$ cat src/rtl/tap_pkg.sv
package tap_pkg;
  localparam int IR_W = 3;

  typedef enum logic [3:0] {
    ST_RESET, ST_IDLE,
    ST_SEL_DR, ST_CAP_DR, ST_SH_DR, ST_EX1_DR, ST_PAU_DR, ST_EX2_DR, ST_UPD_DR,
    ST_SEL_IR, ST_CAP_IR, ST_SH_IR, ST_EX1_IR, ST_PAU_IR, ST_EX2_IR, ST_UPD_IR
  } tap_state_e;

  typedef enum logic [1:0] {
    PATH_BYPASS, PATH_BOUNDARY, PATH_DEVID
  } dr_path_e;

  typedef struct packed {
    dr_path_e path;
    logic     float_all;
    logic     drive_chain;
  } op_decode_t;

  localparam logic [IR_W-1:0] OP_DEVID       = 3'b010;
  localparam logic [IR_W-1:0] IR_CAPTURE_PAT = 3'b001;

  function automatic op_decode_t decode_op(input logic [IR_W-1:0] op);
    op_decode_t d;
    d.path        = PATH_BYPASS;
    d.float_all   = 1'b0;
    d.drive_chain = 1'b0;
    unique case (op)
      3'b000, 3'b011: begin d.path = PATH_BOUNDARY; d.drive_chain = 1'b1; end
      3'b001:         d.path = PATH_BOUNDARY;
      3'b010:         d.path = PATH_DEVID;
      3'b100, 3'b110: d.float_all = 1'b1;
      default:        d.path = PATH_BYPASS;
    endcase
    return d;
  endfunction
endpackage

$ cat src/rtl/tap_rst_sync.sv
module tap_rst_sync #(
  parameter int STAGES = 2
) (
  input  logic clk,
  input  logic arst_n,
  output logic rst_n
);
  logic [STAGES-1:0] sync_q;
  logic [STAGES-1:0] sync_d;

  always_comb sync_d = {sync_q[STAGES-2:0], 1'b1};

  always_ff @(posedge clk or negedge arst_n) begin
    if (!arst_n) sync_q <= '0;
    else         sync_q <= sync_d;
  end

  assign rst_n = sync_q[STAGES-1];
endmodule

$ cat src/rtl/tap_fsm.sv
module tap_fsm
  import tap_pkg::*;
(
  input  logic       clk,
  input  logic       rst_n,
  input  logic       tms,
  output tap_state_e state
);
  tap_state_e state_d;

  always_comb begin
    state_d = state;
    unique case (state)
      ST_RESET:  state_d = tms ? ST_RESET  : ST_IDLE;
      ST_IDLE:   state_d = tms ? ST_SEL_DR : ST_IDLE;
      ST_SEL_DR: state_d = tms ? ST_SEL_IR : ST_CAP_DR;
      ST_CAP_DR: state_d = tms ? ST_EX1_DR : ST_SH_DR;
      ST_SH_DR:  state_d = tms ? ST_EX1_DR : ST_SH_DR;
      ST_EX1_DR: state_d = tms ? ST_UPD_DR : ST_PAU_DR;
      ST_PAU_DR: state_d = tms ? ST_EX2_DR : ST_PAU_DR;
      ST_EX2_DR: state_d = tms ? ST_UPD_DR : ST_SH_DR;
      ST_UPD_DR: state_d = tms ? ST_SEL_DR : ST_IDLE;
      ST_SEL_IR: state_d = tms ? ST_RESET  : ST_CAP_IR;
      ST_CAP_IR: state_d = tms ? ST_EX1_IR : ST_SH_IR;
      ST_SH_IR:  state_d = tms ? ST_EX1_IR : ST_SH_IR;
      ST_EX1_IR: state_d = tms ? ST_UPD_IR : ST_PAU_IR;
      ST_PAU_IR: state_d = tms ? ST_EX2_IR : ST_PAU_IR;
      ST_EX2_IR: state_d = tms ? ST_UPD_IR : ST_SH_IR;
      ST_UPD_IR: state_d = tms ? ST_SEL_DR : ST_IDLE;
      default:   state_d = ST_RESET;
    endcase
  end

  always_ff @(posedge clk or negedge rst_n) begin
    if (!rst_n) state <= ST_RESET;
    else        state <= state_d;
  end

  // Checker: count consecutive rising edges with tms high
  logic [2:0] ones_cnt;
  always_ff @(posedge clk or negedge rst_n) begin
    if (!rst_n)                   ones_cnt <= '0;
    else if (!tms)                ones_cnt <= '0;
    else if (ones_cnt != 3'd7)    ones_cnt <= ones_cnt + 3'd1;
  end

  p_five_ones_reset_r11: assert property (@(posedge clk) disable iff (!rst_n)
    (ones_cnt >= 3'd5) |-> (state == ST_RESET));
endmodule

$ cat src/rtl/tap_ir.sv
module tap_ir
  import tap_pkg::*;
(
  input  logic            clk,
  input  logic            rst_n,
  input  tap_state_e      state,
  input  logic            tdi,
  output logic [IR_W-1:0] ir,
  output logic            ir_so
);
  logic [IR_W-1:0] sr_q, sr_d;
  logic [IR_W-1:0] ir_d;
  logic            sr_en, ir_en;

  always_comb begin
    sr_en = (state == ST_CAP_IR) || (state == ST_SH_IR);
    sr_d  = (state == ST_CAP_IR) ? IR_CAPTURE_PAT : {tdi, sr_q[IR_W-1:1]};
    ir_en = (state == ST_RESET) || (state == ST_UPD_IR);
    ir_d  = (state == ST_RESET) ? OP_DEVID : sr_q;
  end

  always_ff @(posedge clk or negedge rst_n) begin
    if (!rst_n) begin
      sr_q <= IR_CAPTURE_PAT;
      ir   <= OP_DEVID;
    end else begin
      if (sr_en) sr_q <= sr_d;
      if (ir_en) ir   <= ir_d;
    end
  end

  assign ir_so = sr_q[0];

  p_capture_pattern_r1: assert property (@(posedge clk) disable iff (!rst_n)
    (state == ST_CAP_IR) |=> (sr_q == 3'b001));
  p_reset_loads_devid_r2: assert property (@(posedge clk) disable iff (!rst_n)
    (state == ST_RESET) |=> (ir == 3'b010));
endmodule

$ cat src/rtl/tap_dr.sv
module tap_dr
  import tap_pkg::*;
#(
  parameter int              ID_W     = 32,
  parameter logic [ID_W-1:0] ID_VALUE = 32'h05B2203F
) (
  input  logic       clk,
  input  logic       rst_n,
  input  tap_state_e state,
  input  dr_path_e   path,
  input  logic       tdi,
  input  logic       bnd_so,
  output logic       dr_so
);
  logic            byp_q, byp_d, byp_en;
  logic [ID_W-1:0] id_q, id_d;
  logic            id_en;
  logic            cap, sh;

  always_comb begin
    cap    = (state == ST_CAP_DR);
    sh     = (state == ST_SH_DR);
    byp_en = (path == PATH_BYPASS) && (cap || sh);
    byp_d  = cap ? 1'b0 : tdi;
    id_en  = (path == PATH_DEVID) && (cap || sh);
    id_d   = cap ? ID_VALUE : {tdi, id_q[ID_W-1:1]};
  end

  always_ff @(posedge clk or negedge rst_n) begin
    if (!rst_n) begin
      byp_q <= 1'b0;
      id_q  <= ID_VALUE;
    end else begin
      if (byp_en) byp_q <= byp_d;
      if (id_en)  id_q  <= id_d;
    end
  end

  always_comb begin
    unique case (path)
      PATH_BOUNDARY: dr_so = bnd_so;
      PATH_DEVID:    dr_so = id_q[0];
      default:       dr_so = byp_q;
    endcase
  end

  p_id_capture_r6: assert property (@(posedge clk) disable iff (!rst_n)
    (cap && path == PATH_DEVID) |=> (id_q == ID_VALUE));
  p_bypass_capture_r4: assert property (@(posedge clk) disable iff (!rst_n)
    (cap && path == PATH_BYPASS) |=> (byp_q == 1'b0));
endmodule

$ cat src/rtl/tap_port.sv
module tap_port
  import tap_pkg::*;
#(
  parameter int              ID_W       = 32,
  parameter logic [ID_W-1:0] ID_VALUE   = 32'h05B2203F,
  parameter int              SYNC_STAGES = 2
) (
  input  logic tck,
  input  logic trst_n,
  input  logic tms,
  input  logic tdi,
  input  logic port_sel,
  input  logic port_test,
  input  logic bnd_so,
  output logic tdo,
  output logic tdo_oe,
  output logic bnd_sel,
  output logic bnd_capture,
  output logic bnd_shift,
  output logic bnd_update,
  output logic pads_from_chain,
  output logic pads_float
);
  logic            arst_n, rst_n;
  tap_state_e      state;
  logic [IR_W-1:0] ir;
  logic            ir_so, dr_so;
  op_decode_t      dec;
  logic            in_shift, tdo_d;

  assign arst_n = trst_n & port_sel & ~port_test;

  tap_rst_sync #(.STAGES(SYNC_STAGES)) u_sync (
    .clk(tck), .arst_n(arst_n), .rst_n(rst_n));

  tap_fsm u_fsm (.clk(tck), .rst_n(rst_n), .tms(tms), .state(state));

  tap_ir u_ir (.clk(tck), .rst_n(rst_n), .state(state), .tdi(tdi),
               .ir(ir), .ir_so(ir_so));

  always_comb dec = decode_op(ir);

  tap_dr #(.ID_W(ID_W), .ID_VALUE(ID_VALUE)) u_dr (
    .clk(tck), .rst_n(rst_n), .state(state), .path(dec.path),
    .tdi(tdi), .bnd_so(bnd_so), .dr_so(dr_so));

  always_comb begin
    bnd_sel         = (dec.path == PATH_BOUNDARY);
    bnd_capture     = bnd_sel && (state == ST_CAP_DR);
    bnd_shift       = bnd_sel && (state == ST_SH_DR);
    bnd_update      = bnd_sel && (state == ST_UPD_DR);
    pads_from_chain = dec.drive_chain;
    pads_float      = dec.float_all;
    in_shift        = (state == ST_SH_IR) || (state == ST_SH_DR);
    tdo_d           = (state == ST_SH_IR) ? ir_so : dr_so;
  end

  // Output stage on the falling edge
  always_ff @(negedge tck or negedge rst_n) begin
    if (!rst_n) begin
      tdo    <= 1'b0;
      tdo_oe <= 1'b0;
    end else begin
      tdo_oe <= in_shift;
      if (in_shift) tdo <= tdo_d;
    end
  end

  p_oe_only_in_shift_r12: assert property (@(posedge tck) disable iff (!rst_n)
    tdo_oe |-> (state == ST_SH_IR || state == ST_SH_DR));
  p_update_exits_r5: assert property (@(posedge tck) disable iff (!rst_n)
    bnd_update |=> (state == ST_SEL_DR || state == ST_IDLE));
  p_oe_off_when_disabled_r8: assert property (@(posedge tck)
    !arst_n |-> !tdo_oe);

  always_comb begin
    p_flags_exclusive_r10: assert (!(pads_float && pads_from_chain));
  end
endmodule

$ cat config.mk
export PLATFORM = sky130hd
export DESIGN_NAME = tap_port
export DESIGN_NICKNAME = d
export VERILOG_FILES = /design/src/rtl/tap_pkg.sv /design/src/rtl/tap_rst_sync.sv /design/src/rtl/tap_fsm.sv /design/src/rtl/tap_ir.sv /design/src/rtl/tap_dr.sv /design/src/rtl/tap_port.sv
export SDC_FILE = /design/constraint.sdc
export NUM_CORES = 1
export LEC_CHECK = 0
export BUFFER_PORTS_ARGS = -buffer_cell sky130_fd_sc_hd__buf_2
export CAP_MARGIN = 20
export CORE_ASPECT_RATIO = 0.8
export CORE_MARGIN = 2
export CORE_UTILIZATION = 50
export DETAILED_ROUTE_END_ITERATION = 8
export GPL_TIMING_DRIVEN = 0
export PLACE_DENSITY = 0.68
export SLEW_MARGIN = 30
export SYNTH_ARGS = -nofsm -noshare
export SYNTH_HDL_FRONTEND = slang
export SYNTH_SLANG_ARGS = --single-unit
$ cat constraint.sdc
create_clock -name tck -period 2.5 [get_ports tck]
set_clock_uncertainty 0.2 [all_clocks]
set_input_delay 0.75 -clock tck [delete_from_list [all_inputs] [get_ports tck]]
set_output_delay 0.75 -clock tck [all_outputs]
set_load 0.1 [all_outputs]
==> run metrics <==
Cell Area, Placed=between 2000 and 3000 µm²; clk sink count=47; worst hold slack=33.88 ps; layout cell share with drive strength beyond 1=0.2920; part of the Yosys area used for sequential elements=0.5016; Async SR Flop Fraction=1.000; GRT Util Overall=0.1969; Pwr Total=4.176 mW; main flop type after synthesis=dfrtp_1; top cells by area, synth=dfrtp_1 (32%), dfstp_2 (17%), mux2i_1 (8.4%); capture point of the worst reg-to-reg path=tdo; Pwr Density=1402 nW/µm²; Layout Nets=around 280; CTS tree=built; Pint=2.491 mW; status=finished with violations; worst path arrival time=2190 ps; pre-CTS setup slack=-607.6 ps; cell family with most CP delay=flip-flops; DR DRC count=0; DRT antenna net count=0; met2 WL post-DR=roughly 2200 µm; 1st-pass router iterations=5; routed vias=around 1700; CORE AREA=4597 µm²; Yosys Warn Count=0; vias in the first global route=1614; TritonCTS buffer count=5; Post-CTS Hold Fix Bufs=0; Final Util=0.6481; Post-Syn Area=2382 µm²; synthesis-to-layout area growth=25.05%; final worst slack=-643.2 ps; Inserted Diodes=0; worst-case reg-to-reg path depth=6; Root Buffer=clkbuf_8; syn avg cell area=approximately 10 µm²; die footprint=5336 µm²; max-slew violations=0; CP Class=flop to output port; RR Startpoint=u_ir.ir[1]; vias per cell=5.159; total I/O pin count=15; final setup fails=8; Die Wd=a little over 80 µm; Routability Congestion=around 0.77; die height=between 60 and 70 µm; Sw Pwr=1.685 mW; H-tree levels=2; row cnt=22; Comb power frac=0.553; Max Cap Viol=0; CTS clock-pin slew for the worst setup and hold paths=90 ps; synthesized net count=approximately 250; Critical Path Source Type=flop; DRT iter0 DRCs=163; Worst IR Drop VDD=about 0.00075 V; P_leak=1.379 nW; highest layer used for signal routing=met4; Filler Cell Count=357; HPWL after detailed placement=approximately 3200 µm; wire length per cell=14.38 µm; antenna violations before repair=0; Final Hold Violating Endpoints=0; share of total power in sequential cells=0.335; Synth area leader=dfrtp_1; Max clock buf depth=2; crit-path max FO=2; WP data required=1550 ps; Yosys top cell area share=0.3151; CP bufs+invs=1; Yosys reg bits=between 40 and 50; Worst path slowest cell=dfrtn_1; largest net degree at the start of global routing=26; Metal-1 WL=approximately 2400 µm; Post-Route WL=around 4800 µm; routed wl met3=151 µm; Post-Syn Instances=239; crit path from=tdo; crit path capture type=output port; violated checks=setup timing; first-pass GRT wire length=7741 µm; gr ovfl total=0; sw frac=0.4035; Hold/Removal Path Class=flop to async pin; max incr delay on CP=~460 ps; Clock power frac=0.112; Yosys cell types=42; RSZ-0062 raised after global routing=yes; input/output buffers=13; FF-to-FF setup slack=-530 ps; crit path cell chain=buf_12; Post-synth EDFFs=0; Initial Util=0.5182; Non-Filler Cell Area, Final=2979 µm²; clk_lat worst skew=about 300 ps
registers in the layout, indices dropped and copies added (netlist names):
name	count
u_dr.byp_q	1
tdo	1
u_dr.id_q	32
u_fsm.state	4
u_ir.sr_q	3
tdo_oe	1
u_sync.sync_q	2
u_ir.ir	3
kinds of logic after synthesis:
group           Yosys count  synth area share
simple gates             81            0.1728
flops                    47            0.5016
buf+inv                  42           0.07720
compound gates           32           0.08666
mux                      32            0.1408
fa+ha+maj                 3           0.01576
other cells               1          0.001574
xor+xnor                  1          0.003677
power by group through the flow:
stage	Combinational (mW)	Clock, mW	Sequential, mW
global placement	1.89	0	1.40
floorplan	1.54	0	1.43
detailed placement	1.94	0	1.40
CTS	2.16	0.484	1.40
global route	2.53	0.512	1.44
finish	2.31	0.468	1.40
repair_timing:
item / in CTS / in global routing
setup buffers: 4 / 10
setup endpoints to repair: 8 / 13
pin swaps: 0 / 2
resized for setup: 38 / 24
worst reg2reg max path, delay by kind of cell (launching register included):
family	cells	cell delay, ps
AOI/OAI and AO/OA	2	160
adders and majority gates	1	300
DFF	1	560
and+or+nand+nor	3	410
routing by layer:
layer	GRT usage	up-vias
met5	0	-
met4	0.08686	0
met3	0.03709	4
met2	0.2717	25
met1	0.2982	843
li1	-	851
worst max path at each step:
stage | endpoint | cells past startpoint
floorplan | tdo | 0
detailed placement | tdo | 6
global route | tdo | 1
finish | tdo | 1
CTS | tdo | 1
global placement | tdo | 6
synthesized netlist by cell type (all sizes together) (2+ instances only):
library cell and count:
inv 25, clkbuf 11, dfstp 15, nand3b 2
nand2b 6, nor2b 3, mux2 12, o2bb2ai 3
or3b 2, dfrtp 30, mux2i 20, o21ai 9
and3b 2, and3 3, a21oi 8, dfrtn 2
nor4b 2, ha 3, and2 3, nor2 24
nand2 27, buf 6, o22ai 4, a211oi 2
a31oi 2
per-stage QoR:
stage,instances,TNS (ps)
2_1_floorplan,239,-1993
3_3_place_gp,312,-2351
3_5_place_dp,313,-2318
4_1_cts,325,-2866
5_1_grt,334,-2911
6_report,334,-2475
layout by cell type (no fill, tap or decap), types with 2 or more instances in the layout:
| cell type | instances |
|---|---|
| and3b_1 | 2 |
| mux2_2 | 2 |
| and2_4 | 2 |
| nand2_1 | 27 |
| mux2_1 | 10 |
| nor2_1 | 23 |
| mux2i_1 | 20 |
| nand2b_1 | 6 |
| nand3b_1 | 2 |
| a211oi_1 | 2 |
| dfstp_2 | 15 |
| a31oi_1 | 2 |
| clkbuf_8 | 6 |
| dfrtp_2 | 4 |
| inv_1 | 25 |
| nor2b_1 | 2 |
| buf_8 | 5 |
| o22ai_1 | 4 |
| and3_1 | 2 |
| buf_12 | 7 |
| ha_1 | 2 |
| dfrtp_1 | 26 |
| a21oi_1 | 7 |
| buf_2 | 6 |
| buf_6 | 8 |
| clkbuf_1 | 5 |
| dfrtn_1 | 2 |
| o2bb2ai_1 | 3 |
| o21ai_0 | 9 |
| buf_4 | 13 |
final cells by class:
class / instances / area (µm²) / share of cell area
plain buffers: 16 / 165.2 / 0.05544
clock buffers: 7 / 86.33 / 0.02898
clock inverters: 1 / 5.005 / 0.001680
inverters: 25 / 93.84 / 0.03150
multi-input cells: 150 / 1064 / 0.3570
flip-flops and latches: 47 / 1200 / 0.4028
well taps: 60 / 75.07 / 0.02520
repair buffers: 28 / 290.3 / 0.09744
Note: power is estimated with default switching activity, not from simulation.
